==> config.mk <==
export PLATFORM = sky130hd
export DESIGN_NAME = sfm_write_master
export DESIGN_NICKNAME = d
export VERILOG_FILES = /design/src/rtl/sfm_pkg.sv /design/src/rtl/sfm_flag_sync.sv /design/src/rtl/sfm_pkt_tracker.sv /design/src/rtl/sfm_port_drive.sv /design/src/rtl/sfm_write_master.sv
export SDC_FILE = /design/constraint.sdc
export NUM_CORES = 1
export LEC_CHECK = 0
export ABC_AREA = 1
export BUFFER_PORTS_ARGS = -buffer_cell sky130_fd_sc_hd__clkbuf_2
export CAP_MARGIN = 0
export CORE_MARGIN = 3
export CORE_UTILIZATION = 45
export CTS_CLUSTER_SIZE = 20
export DETAILED_ROUTE_END_ITERATION = 7
export MAX_ROUTING_LAYER = met4
export PLACE_DENSITY_LB_ADDON = 0.3
export SETUP_SLACK_MARGIN = 0.02
export SYNTH_ARGS = -nofsm -noshare
export SYNTH_HDL_FRONTEND = slang
export SYNTH_SLANG_ARGS = --single-unit
==> constraint.sdc <==
create_clock -name clk -period 2.05 [get_ports clk]
set_input_delay 0.41 -clock clk [delete_from_list [all_inputs] [get_ports clk]]
set_output_delay 0.41 -clock clk [all_outputs]
set_load 0.02 [all_outputs]
==> src/rtl/sfm_pkg.sv <==
package sfm_pkg;

    // Flags as seen after the input register, active high.
    typedef struct packed {
        logic full;
        logic pfull;
    } flag_pair_t;

    // Registered port strobes.
    typedef struct packed {
        logic cs_n;
        logic wr_n;
        logic pktend_n;
        logic dq_oe;
    } strobe_t;

    localparam strobe_t STROBE_IDLE = '{cs_n: 1'b1, wr_n: 1'b1, pktend_n: 1'b1, dq_oe: 1'b0};

endpackage

==> src/rtl/sfm_flag_sync.sv <==
module sfm_flag_sync #(
    parameter int LAT = 1   // extra delay stages, 0 to 3
) (
    input  logic clk,
    input  logic rst_n,
    input  logic full_n,
    input  logic pfull_n,
    output logic throttle
);
    import sfm_pkg::*;

    flag_pair_t seen_d, seen_q;
    logic       raw_hit;

    always_comb begin
        seen_d.full  = ~full_n;
        seen_d.pfull = ~pfull_n;
    end

    always_ff @(posedge clk or negedge rst_n) begin
        if (!rst_n) seen_q <= '0;
        else        seen_q <= seen_d;
    end

    assign raw_hit = seen_q.full | seen_q.pfull;

    generate
        if (LAT == 0) begin : g_direct
            assign throttle = raw_hit;
        end else begin : g_delay
            logic [LAT-1:0] dly_d, dly_q;
            always_comb begin
                dly_d[0] = raw_hit;
                for (int i = 1; i < LAT; i++) dly_d[i] = dly_q[i-1];
            end
            always_ff @(posedge clk or negedge rst_n) begin
                if (!rst_n) dly_q <= '0;
                else        dly_q <= dly_d;
            end
            assign throttle = dly_q[LAT-1];
        end
    endgenerate

    // a low flag is captured at the next edge.
    a_r6_flag_captured: assert property (@(posedge clk) disable iff (!rst_n)
        (!full_n || !pfull_n) |=> (seen_q.full || seen_q.pfull));

endmodule

==> src/rtl/sfm_pkt_tracker.sv <==
module sfm_pkt_tracker #(
    parameter int PKT_WORDS = 512
) (
    input  logic clk,
    input  logic rst_n,
    input  logic hs,
    input  logic last,
    output logic short_end
);
    localparam int CW = $clog2(PKT_WORDS + 1);
    localparam logic [CW-1:0] PKT_C = CW'(PKT_WORDS);

    logic [CW-1:0] cnt_d, cnt_q, pos;

    always_comb begin
        pos       = cnt_q + 1'b1;
        short_end = hs && last && (pos < PKT_C);
        cnt_d     = cnt_q;
        if (hs) cnt_d = (last || pos == PKT_C) ? '0 : pos;
    end

    always_ff @(posedge clk or negedge rst_n) begin
        if (!rst_n) cnt_q <= '0;
        else        cnt_q <= cnt_d;
    end

    // the position counter never reaches a full packet.
    a_r9_count_bound: assert property (@(posedge clk) disable iff (!rst_n)
        cnt_q < PKT_C);

endmodule

==> src/rtl/sfm_port_drive.sv <==
module sfm_port_drive #(
    parameter int          DATA_W = 16,
    parameter logic [1:0]  SOCKET = 2'b00
) (
    input  logic              clk,
    input  logic              rst_n,
    input  logic              enable,
    input  logic              hs,
    input  logic [DATA_W-1:0] word,
    input  logic              short_end,
    output logic              cs_n,
    output logic              wr_n,
    output logic              pktend_n,
    output logic              oe_n,
    output logic [1:0]        addr,
    output logic [DATA_W-1:0] dq,
    output logic              dq_oe
);
    import sfm_pkg::*;

    strobe_t           st_d, st_q;
    logic [DATA_W-1:0] dq_d, dq_q;

    always_comb begin
        st_d.cs_n     = ~enable;
        st_d.wr_n     = ~hs;
        st_d.pktend_n = ~short_end;
        st_d.dq_oe    = st_q.dq_oe | hs;
        dq_d          = hs ? word : dq_q;
    end

    always_ff @(posedge clk or negedge rst_n) begin
        if (!rst_n) begin
            st_q <= STROBE_IDLE;
            dq_q <= '0;
        end else begin
            st_q <= st_d;
            dq_q <= dq_d;
        end
    end

    assign cs_n     = st_q.cs_n;
    assign wr_n     = st_q.wr_n;
    assign pktend_n = st_q.pktend_n;
    assign dq_oe    = st_q.dq_oe;
    assign dq       = dq_q;
    assign oe_n     = 1'b1;
    assign addr     = SOCKET;

    // a handshake puts the word on the bus with the strobe low.
    a_r5_wr_after_hs: assert property (@(posedge clk) disable iff (!rst_n)
        hs |=> (!wr_n && dq == $past(word)));
    // packet-end only travels with a write.
    a_r9_pktend_with_wr: assert property (@(posedge clk) disable iff (!rst_n)
        !pktend_n |-> !wr_n);
    // the bus drive, once on, stays on.
    a_r10_bus_sticky: assert property (@(posedge clk) disable iff (!rst_n)
        dq_oe |=> dq_oe);

endmodule

==> src/rtl/sfm_write_master.sv <==
module sfm_write_master #(
    parameter int         DATA_W    = 16,
    parameter int         PKT_WORDS = 512,
    parameter int         FLAG_LAT  = 1,
    parameter logic [1:0] SOCKET    = 2'b00
) (
    input  logic              clk,
    input  logic              rst_n,
    input  logic              enable,
    input  logic              flow_en,
    input  logic [DATA_W-1:0] src_data,
    input  logic              src_valid,
    input  logic              src_last,
    output logic              src_ready,
    input  logic              port_full_n,
    input  logic              port_pfull_n,
    output logic              port_cs_n,
    output logic              port_wr_n,
    output logic              port_oe_n,
    output logic [1:0]        port_addr,
    output logic              port_pktend_n,
    output logic [DATA_W-1:0] port_dq,
    output logic              port_dq_oe
);
    logic throttle;
    logic hs;
    logic short_end;

    sfm_flag_sync #(.LAT(FLAG_LAT)) u_flags (
        .clk      (clk),
        .rst_n    (rst_n),
        .full_n   (port_full_n),
        .pfull_n  (port_pfull_n),
        .throttle (throttle)
    );

    assign src_ready = enable && !(flow_en && throttle);
    assign hs        = src_valid && src_ready;

    sfm_pkt_tracker #(.PKT_WORDS(PKT_WORDS)) u_pkt (
        .clk       (clk),
        .rst_n     (rst_n),
        .hs        (hs),
        .last      (src_last),
        .short_end (short_end)
    );

    sfm_port_drive #(.DATA_W(DATA_W), .SOCKET(SOCKET)) u_drive (
        .clk       (clk),
        .rst_n     (rst_n),
        .enable    (enable),
        .hs        (hs),
        .word      (src_data),
        .short_end (short_end),
        .cs_n      (port_cs_n),
        .wr_n      (port_wr_n),
        .pktend_n  (port_pktend_n),
        .oe_n      (port_oe_n),
        .addr      (port_addr),
        .dq        (port_dq),
        .dq_oe     (port_dq_oe)
    );

    // chip select follows the sampled enable level.
    a_r3_select_follows_enable: assert property (@(posedge clk) disable iff (!rst_n)
        enable |=> !port_cs_n);
    // no strobe without a preceding handshake.
    a_r5_no_spurious_wr: assert property (@(posedge clk) disable iff (!rst_n)
        !hs |=> port_wr_n);

endmodule

==> metrics.md <==
| Metric | Value |
|---|---|
| CTS tree | yes |
| Non-Filler Instances | 279 |
| CP max FO | 9 |
| Routed WL per cell | 10.99 µm |
| Mean Syn Cell Area | 8.422 µm² |
| Row count | 20 |
| CTS sink count | 33 |
| Unrepaired setup endpoints after global routing | false |
| First drt pass iteration count | 4 |
| IO Count | 48 |
| Fmax | 609.1 MHz |
| Dpl cells | 270 |
| Root Buffer | clkbuf_4 |
| Diode count | 0 |
| Port Buffers | 44 |
| Sw Share | 31.04% |
| Int Power | 999.6 µW |
| Maxcap violations | 0 |
| Asr flop ratio synth | 100.0% |
| Drc violations | 0 |
| Crit Path Category | register to register |
| CP arrival | 1850 ps |
| Setup Buffers After CTS | 0 |
| Die Width | 65 µm |
| CTS H-Tree Depth | 2 |
| CP required | 2260 ps |
| Startpoint Class | register |
| Leakage power | 0.0009684 µW |
| Largest net degree at the start of global routing | 22 |
| Max Slew Vio Count | 0 |
| Reg power frac | 54.0% |
| Max rail drop VDD | 485.3 µV |
| Register area share after synthesis | 52.96% |
| Outcome | complete, no violations |
| Bufs and invs on worst path | 0 |
| #FFs+latches synth | 33 |
| Final Hold Viols | 0 |
| Total Wirelength | 3067 µm |
| Die ar. | 4225 µm² |
| Post-DRT Antenna Nets | 0 |
| Number of flops mapped to enable cells by yosys | 0 |
| Initial Utilization | 49.29% |
| Sw Pwr | 450.0 µW |
| Fillcell total | 318 |
| Clock Latency Late Sink | 320 ps |
| Vias in the first global route | 1201 |
| Max incr delay on CP | 450 ps |
| Setup crit end kind | register |
| Core area | 3178 µm² |
| Comb pwr share | 20.1% |
| P per Cell Area | 765.2 nW/µm² |
| Die Ht | 65 µm |
| Delay-heaviest family, CP | simple AND/OR/NAND/NOR gates |
| Hold WC Path Type | primary input to register |
| Global-route wire length before repair | 5423 µm |
| Syn Inst Count | 186 |
| Critical-path top delay cell | dfrtp_1 |
| Syn. warnings | 0 |
| Ys flop type | dfrtp_1 |
| Synth Cell Area | 1567 µm² |
| Clock Skews | 5.365 ps |
| Vias per cell | 4.606 |
| Layout Nets | 259 |
| Initial detailed-routing violation count | 57 |
| Total GRT Usage | 17.24% |
| Clk pwr share | 25.9% |
| Initial antenna violation count | 0 |
| RD Place Congestion | 0.9063 |
| Vias | 1285 |
| Final HPWL DP | 2277 µm |
| Setup-failing EPs final | 0 |
| Final period util | 80.09% |
| Gr ovfl total | 0 |
| Clock Path Buffers | 2 |
| Synthesis-to-layout area growth | 20.93% |
| Final Power | 1450 µW |
| Fin crit period | 1642 ps |
| Netlist cell types | 25 |
| Most used cell, CP | nand2_1 |
| Clock slew at reported path FFs | 100 ps |
| CP Cell Sequence | ha_1, nand2_2, nor2_4, nand2_1, nand2_1, nand2_1, nor2_2, nand3_2, nand2_4, a21oi_2 |
| Inserted Clock Buffers | 5 |
| TNS Setup | 0 ps |
| Layout cells sized above 1 | 35.32% |
## metal layers
metal | track usage (%) | part of all wire [%] | vias up | wire length (µm)
met3 | 5.373 | 5.3 | 5 | 162
met4 | 5.541 | 1.2 | 0 | 36
met2 | 25.54 | 47 | 32 | 1430
met1 | 22.56 | 47 | 589 | 1437
met5 | - | 0 | - | 0
li1 | - | - | 659 | -
## synth_stat cells, types with 3 or more instances
master	instances	share of area (%)
or2_2	3	1.2
buf_2	4	1.3
o21ai_2	7	3.9
nand3_1	4	1.3
inv_1	11	2.6
nand2_2	5	2.0
o21ai_0	4	1.3
buf_4	3	1.4
dfstp_2	3	5.0
a21oi_2	3	1.7
nor2_1	6	1.4
nand2_1	85	20
dfrtp_1	30	48
## timing repair
action | 4_1_cts | 5_1_grt
hold endpoints to repair | 8 | 0
hold buffers | 1 | 0
gates resized for setup | 0 | 0
## flip-flops by register name (all words and copies together), names as in the netlist
register / flops
u_drive.dq: 16
u_pkt.cnt_q: 10
u_flags.seen_q: 2
u_drive.cs_n: 1
u_drive.dq_oe: 1
u_drive.pktend_n: 1
u_drive.wr_n: 1
u_flags.throttle: 1
## cells in the final DEF, fill, tap and decap left out, types with 2 or more instances in the layout
| cell type | n |
|---|---|
| nor2_4 | 2 |
| clkbuf_4 | 5 |
| nor2_2 | 2 |
| clkbuf_1 | 2 |
| or2_2 | 3 |
| nand4_1 | 2 |
| buf_4 | 4 |
| nand2_1 | 85 |
| nor2_1 | 6 |
| nand2_2 | 5 |
| o21ai_0 | 4 |
| inv_1 | 11 |
| nand3_1 | 4 |
| dfstp_2 | 3 |
| dfrtp_1 | 30 |
| clkbuf_2 | 44 |
| a21oi_2 | 3 |
| o21ai_2 | 7 |
| conb_1 | 3 |
| nand3b_1 | 2 |
| nand3_2 | 2 |
## path summary, 6_finish.rpt
path | end | start | depth (start not counted) | slack (ps)
worst max-delay path | u_pkt.cnt_q[2] | u_pkt.cnt_q[1] | 10 | 410
worst min-delay path | u_drive.cs_n | enable | 2 | 210
worst max register to register | u_pkt.cnt_q[2] | u_pkt.cnt_q[1] | 10 | 410
worst min register to register | u_flags.throttle | u_flags.seen_q[1] | 1 | 440
max in group asynchronous | u_drive.cs_n | rst_n | 3 | 1070
min in group asynchronous | u_drive.dq[15] | rst_n | 2 | 490
## power groups by stage
stage	clock (µW)	sequential, µW	combinational (µW)
floorplan	0	855	116
global placement	0	792	290
detailed placement	0	791	297
CTS	387	782	298
global route	431	794	328
finish	376	782	291
## logic make-up after synthesis
| kind of cell | share of synthesized area (%) |
|---|---|
| adder cells (fa/ha/maj) | 0.7986 |
| buffers and inverters | 6.070 |
| AND/OR/NAND/NOR | 32.27 |
| XOR/XNOR | 0.5592 |
| flip-flops | 52.96 |
| other | 0.4794 |
| AO/OA/AOI/OAI | 6.869 |
## area by class of cell
cell class / count / area, µm² / share of cell area [%]
repair buffers: 49 / 260.3 / 13.74
clock buffers: 8 / 58.81 / 3.104
inverters: 12 / 45.04 / 2.378
multi-input cells: 133 / 645.6 / 34.08
flip-flops and latches: 33 / 829.5 / 43.79
well taps: 44 / 55.05 / 2.906
## metrics by stage
step	util [%]	area (µm²)	setup slack [ps]	hold slack [ps]
after floorplan	-	1570	543.4	114.4
after global placement	57.44	1826	437.2	303.5
after detailed placement	57.44	1826	425.2	301.5
after CTS	59.61	1894	402.6	193.5
after global routing	59.61	1894	244.6	188.6
final	59.61	1894	408.2	207.0
No activity file was read; power rests on OpenSTA's default activity.
